**src/rtl/rtc_pkg.sv**
```systemverilog
package rtc_pkg;
  localparam int CNT_W = 32;
  localparam int AW    = 12;
  localparam int WIW   = AW - 2;

  localparam logic [WIW-1:0] W_COUNT = 10'h000;
  localparam logic [WIW-1:0] W_ALARM = 10'h001;
  localparam logic [WIW-1:0] W_LOAD  = 10'h002;
  localparam logic [WIW-1:0] W_CTRL  = 10'h003;
  localparam logic [WIW-1:0] W_MASK  = 10'h004;
  localparam logic [WIW-1:0] W_RAW   = 10'h005;
  localparam logic [WIW-1:0] W_MSKD  = 10'h006;
  localparam logic [WIW-1:0] W_CLEAR = 10'h007;

  function automatic logic [7:0] ident_byte(input logic [2:0] idx);
    logic [7:0] b;
    case (idx)
      3'd0: b = 8'h31;
      3'd1: b = 8'h10;
      3'd2: b = 8'h14;
      3'd3: b = 8'h00;
      3'd4: b = 8'h0D;
      3'd5: b = 8'hF0;
      3'd6: b = 8'h05;
      default: b = 8'hB1;
    endcase
    return b;
  endfunction
endpackage

```
**src/rtl/rtc_prescaler.sv**
```systemverilog
module rtc_prescaler #(
  parameter int CLK_PER_SEC = 50_000_000
) (
  input  logic clk,
  input  logic rst_n,
  output logic tick
);
  generate
    if (CLK_PER_SEC <= 1) begin : g_direct
      assign tick = rst_n;
    end else begin : g_div
      localparam int PW = $clog2(CLK_PER_SEC);
      localparam logic [PW-1:0] LAST = PW'(CLK_PER_SEC - 1);
      logic [PW-1:0] div_q, div_d;
      logic          at_last;

      assign at_last = (div_q == LAST);
      assign tick    = at_last;

      always_comb begin
        if (at_last) div_d = '0;
        else         div_d = div_q + 1'b1;
      end

      always_ff @(posedge clk or negedge rst_n) begin
        if (!rst_n) div_q <= '0;
        else        div_q <= div_d;
      end
    end
  endgenerate
endmodule

```
**src/rtl/rtc_sec_core.sv**
```systemverilog
module rtc_sec_core
  import rtc_pkg::*;
(
  input  logic             clk,
  input  logic             rst_n,
  input  logic             tick,
  input  logic             load_we,
  input  logic             alarm_we,
  input  logic             clr_we,
  input  logic [CNT_W-1:0] wdata,
  output logic [CNT_W-1:0] count,
  output logic [CNT_W-1:0] alarm,
  output logic             raw
);
  logic [CNT_W-1:0] cnt_q, cnt_d, alm_q, alm_d;
  logic             raw_q, raw_d;
  logic             cnt_en, alm_en, raw_en;
  logic             recheck, hit;

  always_comb begin
    cnt_d = cnt_q;
    if (load_we)   cnt_d = wdata;
    else if (tick) cnt_d = cnt_q + 1'b1;
    alm_d   = alarm_we ? wdata : alm_q;
    // Compare the values that will be held after this edge,
    // whenever either side of the comparison moves.
    recheck = load_we | alarm_we | tick;
    hit     = recheck && (cnt_d == alm_d);
    if (hit)         raw_d = 1'b1;
    else if (clr_we) raw_d = 1'b0;
    else             raw_d = raw_q;
  end

  assign cnt_en = load_we | tick;
  assign alm_en = alarm_we;
  assign raw_en = hit | clr_we;

  always_ff @(posedge clk or negedge rst_n) begin
    if (!rst_n) begin
      cnt_q <= '0;
      alm_q <= '0;
      raw_q <= 1'b0;
    end else begin
      if (cnt_en) cnt_q <= cnt_d;
      if (alm_en) alm_q <= alm_d;
      if (raw_en) raw_q <= raw_d;
    end
  end

  assign count = cnt_q;
  assign alarm = alm_q;
  assign raw   = raw_q;
endmodule

```
**src/rtl/rtc_regs.sv**
```systemverilog
module rtc_regs
  import rtc_pkg::*;
(
  input  logic             clk,
  input  logic             rst_n,
  input  logic             psel,
  input  logic             penable,
  input  logic             pwrite,
  input  logic [AW-1:0]    paddr,
  input  logic [CNT_W-1:0] count,
  input  logic [CNT_W-1:0] alarm,
  input  logic             raw,
  output logic [CNT_W-1:0] prdata,
  input  logic [CNT_W-1:0] pwdata,
  output logic             load_we,
  output logic             alarm_we,
  output logic             clr_we,
  output logic             mask
);
  logic             wr_acc, aligned;
  logic [WIW-1:0]   widx;
  logic             mask_we, mask_q, mask_d;
  logic [CNT_W-1:0] ldv_q, ldv_d;
  logic             id_zone;

  assign wr_acc   = psel & penable & pwrite;
  assign aligned  = (paddr[1:0] == 2'b00);
  assign widx     = paddr[AW-1:2];
  assign id_zone  = &widx[WIW-1:3];

  assign load_we  = wr_acc & aligned & (widx == W_LOAD);
  assign alarm_we = wr_acc & aligned & (widx == W_ALARM);
  assign mask_we  = wr_acc & aligned & (widx == W_MASK);
  assign clr_we   = wr_acc & aligned & (widx == W_CLEAR);

  assign ldv_d  = pwdata;
  assign mask_d = pwdata[0];

  always_ff @(posedge clk or negedge rst_n) begin
    if (!rst_n) begin
      ldv_q  <= '0;
      mask_q <= 1'b0;
    end else begin
      if (load_we) ldv_q  <= ldv_d;
      if (mask_we) mask_q <= mask_d;
    end
  end

  always_comb begin
    prdata = '0;
    if (aligned) begin
      if (id_zone) begin
        prdata = {{(CNT_W-8){1'b0}}, ident_byte(widx[2:0])};
      end else begin
        case (widx)
          W_COUNT: prdata = count;
          W_ALARM: prdata = alarm;
          W_LOAD:  prdata = ldv_q;
          W_CTRL:  prdata = {{(CNT_W-1){1'b0}}, 1'b1};
          W_MASK:  prdata = {{(CNT_W-1){1'b0}}, mask_q};
          W_RAW:   prdata = {{(CNT_W-1){1'b0}}, raw};
          W_MSKD:  prdata = {{(CNT_W-1){1'b0}}, raw & mask_q};
          default: prdata = '0;
        endcase
      end
    end
  end

  assign mask = mask_q;
endmodule

```
**src/rtl/rtc_match_alarm.sv**
```systemverilog
module rtc_match_alarm
  import rtc_pkg::*;
#(
  parameter int CLK_PER_SEC = 50_000_000
) (
  input  logic        clk,
  input  logic        rst_n,
  input  logic        psel,
  input  logic        penable,
  input  logic        pwrite,
  input  logic [11:0] paddr,
  input  logic [31:0] pwdata,
  output logic [31:0] prdata,
  output logic        irq
);
  logic             tick_w;
  logic             load_we, match_we, clr_we;
  logic [CNT_W-1:0] cnt_q, match_q;
  logic             raw_q, mask_q;

  rtc_prescaler #(.CLK_PER_SEC(CLK_PER_SEC)) u_pre (
    .clk  (clk),
    .rst_n(rst_n),
    .tick (tick_w)
  );

  rtc_sec_core u_core (
    .clk     (clk),
    .rst_n   (rst_n),
    .tick    (tick_w),
    .load_we (load_we),
    .alarm_we(match_we),
    .clr_we  (clr_we),
    .wdata   (pwdata),
    .count   (cnt_q),
    .alarm   (match_q),
    .raw     (raw_q)
  );

  rtc_regs u_regs (
    .clk     (clk),
    .rst_n   (rst_n),
    .psel    (psel),
    .penable (penable),
    .pwrite  (pwrite),
    .paddr   (paddr),
    .count   (cnt_q),
    .alarm   (match_q),
    .raw     (raw_q),
    .prdata  (prdata),
    .pwdata  (pwdata),
    .load_we (load_we),
    .alarm_we(match_we),
    .clr_we  (clr_we),
    .mask    (mask_q)
  );

  assign irq = raw_q & mask_q;
endmodule

```
**config.mk**
```make
export PLATFORM = sky130hd
export DESIGN_NAME = rtc_match_alarm
export DESIGN_NICKNAME = d
export VERILOG_FILES = /design/src/rtl/rtc_pkg.sv /design/src/rtl/rtc_prescaler.sv /design/src/rtl/rtc_sec_core.sv /design/src/rtl/rtc_regs.sv /design/src/rtl/rtc_match_alarm.sv
export SDC_FILE = /design/constraint.sdc
export NUM_CORES = 1
export LEC_CHECK = 0
export ABC_AREA = 1
export BUFFER_PORTS_ARGS = -buffer_cell sky130_fd_sc_hd__clkbuf_2
export CAP_MARGIN = 25
export CELL_PAD_IN_SITES_DETAIL_PLACEMENT = 1
export CELL_PAD_IN_SITES_GLOBAL_PLACEMENT = 1
export CORE_MARGIN = 5
export CORE_UTILIZATION = 39
export DETAILED_ROUTE_END_ITERATION = 7
export PLACE_DENSITY = 0.86
export SLEW_MARGIN = 0
export SYNTH_ARGS = -nofsm -noshare
export SYNTH_HDL_FRONTEND = slang
export SYNTH_HIERARCHICAL = 1
export SYNTH_SLANG_ARGS = --single-unit
```
**constraint.sdc**
```tcl
create_clock -name clk -period 5.7 [get_ports clk]
set_input_delay 0 -clock clk [delete_from_list [all_inputs] [get_ports clk]]
set_output_delay 0 -clock clk [all_outputs]
set_load 0.01 [all_outputs]
```
Word level (Yosys, flattened, before mapping) --
Index checks and enable logic that the tools add are counted.
Word-level totals: output and inout port bits 33, input bits 49, bits in registers 124, logic and storage cells 52
Operators by class: reductions and logical operators 7, equal/unequal tests 15, bitwise operators 12, muxes and demuxes 10, $add $sub $neg 2
Operators by type and width (count):
- 32-bit one-hot mux with 7 select lines | 1
- 32-bit 2-to-1 mux | 5
- 8-bit one-hot mux with 7 select lines | 1
- 10-bit by 3-bit == test with 1-bit output, second input constant | 4
- 32-bit by 1-bit adder with 32-bit output, second input constant | 1
- 32-bit == test | 1
- 26-bit by 1-bit adder with 26-bit output, second input constant | 1
- 26-bit == test, second input constant | 1
- 26-bit 2-to-1 mux | 1
- 10-bit by 2-bit == test with 1-bit output, second input constant | 2
- 10-bit by 1-bit == test with 1-bit output, second input constant | 1
- 10-bit zero test | 1
- 3-bit == test, second input constant | 3
- 1-bit AND | 8
- 7-bit AND reduction | 1
- 3-bit by 2-bit == test with 1-bit output, second input constant | 2
- 1-bit OR | 4
- 3-bit by 1-bit == test with 1-bit output, second input constant | 1
- 3-bit zero test | 1
- 2-bit zero test | 1
- 1-bit 2-to-1 mux | 2
- 2-bit AND reduction | 1
- 2-bit nonzero test | 1
- 1-bit logical AND | 1

Depth between registers and ports, before layout --
depth in word-level cells 9, mapped depth 23, mapped depth without buffers 23

Modules after synthesis --
Netlist, hierarchy kept.
Modules (own cells, without submodules):
- rtc_sec_core | instances 1, area each 4414.2 um^2, cells an instance 686, sequential area each 1626.6 um^2
- rtc_regs | instances 1, area each 2496.1 um^2, cells an instance 400, sequential area each 825.8 um^2
- rtc_prescaler | instances 1, area each 1520.2 um^2, cells an instance 214, sequential area each 650.6 um^2
- rtc_match_alarm | instances 1, area each 7.5 um^2, cells an instance 2, sequential area each 0.0 um^2

Least setup slack after synthesis --
Ideal clock, no wire load.
kind register to register, from register u_pre.g_div.div_q[0], to register u_core.raw_q (netlist: u_core/raw), required time 5.635 ns, period minus slack after synthesis 2.263 ns, cell stages (with the launch flop) 21, library setup time 0.065 ns, path buffers 1, arrival 2.198 ns, slack 3.437 ns, cell sequence dfrtp_1 -> ha_1 -> nand2_1 -> nor2_2 -> inv_1 -> nor2_1 -> buf_4 -> inv_2 -> nor2_2 -> nand2_1 -> nor2_2 -> nand3b_1 -> nand3_1 -> nand2_1 -> nand2_1 -> nand2_1 -> nor2_1 -> nand2_1 -> nor2_1 -> nand3_1 -> nand2_1
On the way: cells in the longest elaborated chain, start to end 7, elaborated cells on any way between the ends 10, classes of those cells eq/ne (2); mux (3); bitwise (2); reduce/logical (3)
Ends and longest elaborated chain:
- start: declaration | RTL line rtc_prescaler.sv:14 | logic [PW-1:0] div_q, div_d;
- start signal: assignment | RTL line rtc_prescaler.sv:27 | else div_q <= div_d;
- 26-bit == test * | RTL line rtc_prescaler.sv:17 | assign at_last = (div_q == LAST);
- net tick_w | RTL line rtc_match_alarm.sv:16 | logic tick_w;
- 32-bit 2-to-1 mux | RTL line rtc_sec_core.sv:23 | else if (tick) cnt_d = cnt_q + 1'b1;
- 32-bit 2-to-1 mux | RTL line rtc_sec_core.sv:22 | if (load_we) cnt_d = wdata;
- 32-bit == test | RTL line rtc_sec_core.sv:28 | hit = recheck && (cnt_d == alm_d);
- 1-bit logical AND * | RTL line rtc_sec_core.sv:28
- 2-bit nonzero test (no source line) or 1-bit OR (tied branches)
- 2-bit AND reduction (no source line)
- end signal: assignment | RTL line rtc_sec_core.sv:46 | if (raw_en) raw_q <= raw_d;
- end: declaration | RTL line rtc_sec_core.sv:16 | logic raw_q, raw_d;
The timed path passes the listed nets; every way through them passes the cells marked *. A chain may end at the register's enable or synchronous reset.

Worst setup path in the final report --
from register u_pre.g_div.div_q[21], to register u_core.raw_q (netlist: u_core/raw)
The elaborated chain is that of the path after synthesis.

==> impl_metrics.toml <==
[drt]
met3RoutedLength_um = 1330
route.detailed.drc = 0
routed_via_density = 5.24
final_antenna_net_count = 0
met2_wirelength_um = 13600
drt-met1-wl_um = 13300
top_layer_used = "met4"
routed_wl_um = 28800
drt-initial-drc-count = 575
first_pass_iters = 6
avgRoutedWirePerCell_um = 17.0
detailroute.via_count = 8858

[global_routing]
overflow = 0
grt_antenna_before_repair = 0
grt_max_degree = 68
grt_pass1_wl_um = 46600
grt_pass1_vias = 9272
grt.total_usage_pct = 23.6

[final_layout]
fin_area_sq_mm = 0.00992
layoutNonFillerInstCount = 1689
sequential_cell_area_sq_mm = 0.00310
n_antenna_cell = 0
nNetsFinal = 1456
syn_to_final_growth_pct = 17.6
post_route_cells_drive_above_1_share_pct = 14.3
fillerInstances = 2837
multi_input_comb_area_sq_mm = 0.00452

[floorplan]
die_w_um = 157
initial_core_util_pct = 39.9
floorplan.die_area_sq_mm = 0.0247
design.core.area_sq_mm = 0.0212
core.rowCount = 53
num_io_pins = 82
die_height_um = 157

[timing]
rsz0062_at_grt = "no"
number_of_pins_with_negative_max_slew_slack_in_the_final_report = 0
transition_time_of_the_tightest_slew_check_pin_ps = 1020
max_freq_ghz = 0.260
final_min_period_over_clock_period_pct = 67.6
clock-skew-final_ps = 11.5
hold_viol_final = 0
fin_ws_ps = 1850
final_period_minus_worst_setup_slack_ps = 3850
setup-tns-final_ps = 0
worst_slew_margin_rel_pct = 32.0
final-setup-viol-count = 0

[min_path]
holdCritPathClass = "in2reg"
hold_start = "paddr[2]"
min_to = "u_regs/mask"
min_delay_path_depth = 4

[synth]
synthesized_netlist_net_count = 1354
yosys_register_bits = 124
synth_sequential_area_ratio_pct = 36.8
ys_warn_count = 6
synth_top_area_cells = "sky130_fd_sc_hd__dfrtp_1 (37%), sky130_fd_sc_hd__nand2_1 (21%), sky130_fd_sc_hd__nand3_1 (8.6%), sky130_fd_sc_hd__inv_1 (6.8%), sky130_fd_sc_hd__nor2_1 (6.0%)"
synth_most_common_cell = "sky130_fd_sc_hd__nand2_1"
synth_commonest_cells = "sky130_fd_sc_hd__nand2_1 (483), sky130_fd_sc_hd__inv_1 (153), sky130_fd_sc_hd__nand3_1 (145), sky130_fd_sc_hd__nor2_1 (134), sky130_fd_sc_hd__dfrtp_1 (124)"
synthCells = 1302
synth_top_flop_cell = "sky130_fd_sc_hd__dfrtp_1"
async_flop_share_pct = 100
syn_avg_cell_area_sq_um = 6.48
yosysUniqueCellTypes = 36
number_of_synthesized_flops_with_an_enable_pin = 0
netlist.top_cell.by_area = "sky130_fd_sc_hd__dfrtp_1"
netlist.area_leader.share_pct = 36.8
post_synth_instance_area_sq_mm = 0.00844

[clock_tree]
worst_setup_hold_path_clk_slew_ps = 60
cts_num_sinks = 124
cts_repair_resize_count = 0
cts_hold_buf = 33
ctsLongestPathBuffers = 2
cts-root-buf = "sky130_fd_sc_hd__clkbuf_16"
cts.htree.levels = 4
cts_setup_buffers = 0
insertion_delay_ps = 430
cts_made_buffers = 17
tritoncts_clock_tree = "built"

[setup_path]
critical_path_buf_inv_count = 1
cp-start-kind = "register"
cp_slowest_cell = "sky130_fd_sc_hd__nor2_1"
crit_chain = "nand2_1 > nor2_1 > nand2_1 > nor2_1 > nand3_1 > nor2_1 > nand2_1 > nor2_4 > nand3b_2 > o21ai_0 > nand3b_1 > nand2_1 > inv_1 > nand2_1 > nand3_1 > nor2_1 > nand3_1 > nand2_1"
timing.critical_path.mode_cell = "sky130_fd_sc_hd__nand2_1"
launching_point_of_the_worst_reg2reg_path = "u_pre/g_div.div_q[21]"
worst-endpoint-arrival_ps = 4210
cp-end-kind = "register"
path_max_fanout = 11
worst_setup_path_startpoint = "u_pre/g_div.div_q[21]"
worst_ep_required_time_ps = 6060
criticalPathCategory = "reg2reg"
reg2regPathDepth = 18
worst_path_largest_cell_delay_ps = 750
timing.rr.end = "u_core/raw"
crit_family = "simple AND/OR/NAND/NOR gates"
crit_cells = 18
r2r_slack_ps = 1850

[power]
static-leakage-power_nw = 5.32
power.total_mw = 2.05
max-vdd-ir-drop_uv = 200
pwr_density_cell_mw_per_mm2 = 206

[placed_design]
weighted_congestion_at_the_end_of_routability_driven_global_placement = 0.895
placed_instances = 1627
port_buffers = 81
dpl_cell_area_sq_mm = 0.00902
worst_slack_at_placement_ps = 1600
detailed_placement_hpwl_um = 20200

[outcome]
run_status = "finished clean"

[job]
drv_cap = 0
[final cells by class]
type,count,area share (%)
Timing Repair Buffer,119,7.82
Multi-Input combinational cell,981,45.6
Sequential cell,124,31.3
Inverter,161,6.09
Tap cell,275,3.47
Clock inverter,7,0.908
Clock buffer,22,4.88
[cells by family after synthesis]
logic type | Yosys count | synth area share (%)
simple gates | 876 | 46.1
buf+inv | 197 | 9.70
flops | 124 | 36.8
compound gates | 86 | 5.28
xor+xnor | 16 | 1.66
fa+ha+maj | 3 | 0.445
[tightest hold or removal path: stages]
cell	delay, ps
sky130_fd_sc_hd__clkbuf_2	120
sky130_fd_sc_hd__inv_2	90
sky130_fd_sc_hd__nand4_1	130
sky130_fd_sc_hd__a21oi_1	80
[registers in the layout, summed over array words and instances, names as in the netlist]
name,cells
u_regs/ldv_q,32
u_pre/g_div.div_q,26
u_core/alarm,32
u_core/raw,1
u_regs/mask,1
u_core/count,32
[power breakdown]
| part | internal (mW) | leakage, nW | switching [mW] |
|---|---|---|---|
| Clock | 0.679 | 0.280 | 0.391 |
| Sequential | 0.882 | 1.58 | 0.000926 |
| Combinational | 0.0350 | 3.46 | 0.0593 |
| Total | 1.60 | 5.32 | 0.451 |
[routing by layer]
| metal | GRT usage [%] | vias to the layer above |
|---|---|---|
| met5 | 0 | - |
| met4 | 6.39 | 0 |
| met3 | 3.74 | 40 |
| met2 | 39.9 | 236 |
| met1 | 31.7 | 4338 |
| li1 | - | 4244 |
[worst max path at each step]
stage,to,slack (ps)
after floorplan,u_core/raw,3440
after global placement,u_core/raw,1810
after detailed placement,u_core/raw,1600
after CTS,u_core/raw,1970
after global routing,u_core/raw,1610
final,u_core/raw,1850
[placed cells by master (no fill, tap or decap), drive strengths merged]
cell type / instances
nand2: 495
nor2: 189
inv: 159
nand3: 152
dfrtp: 124
clkbuf: 102
o21ai: 47
a21oi: 36
dlygate4sd3: 33
nand4: 13
xor2: 13
nand3b: 9
nor3: 7
buf: 6
clkinv: 5
and2: 4
or2: 4
ha: 3
xnor2: 3
and3: 3
clkinvlp: 2
bufinv: 2
o21bai: 2
o21a: 1
[stage by stage]
stage / hold WS (ps) / util [%]
4_1_cts: 24.3 / 46.9
5_1_grt: 45.1 / 46.9
3_3_place_gp: 118 / 42.6
3_5_place_dp: 127 / 42.6
6_report: 46.3 / 46.9
2_1_floorplan: -296 / -
Power figures use the tool's default switching activity.
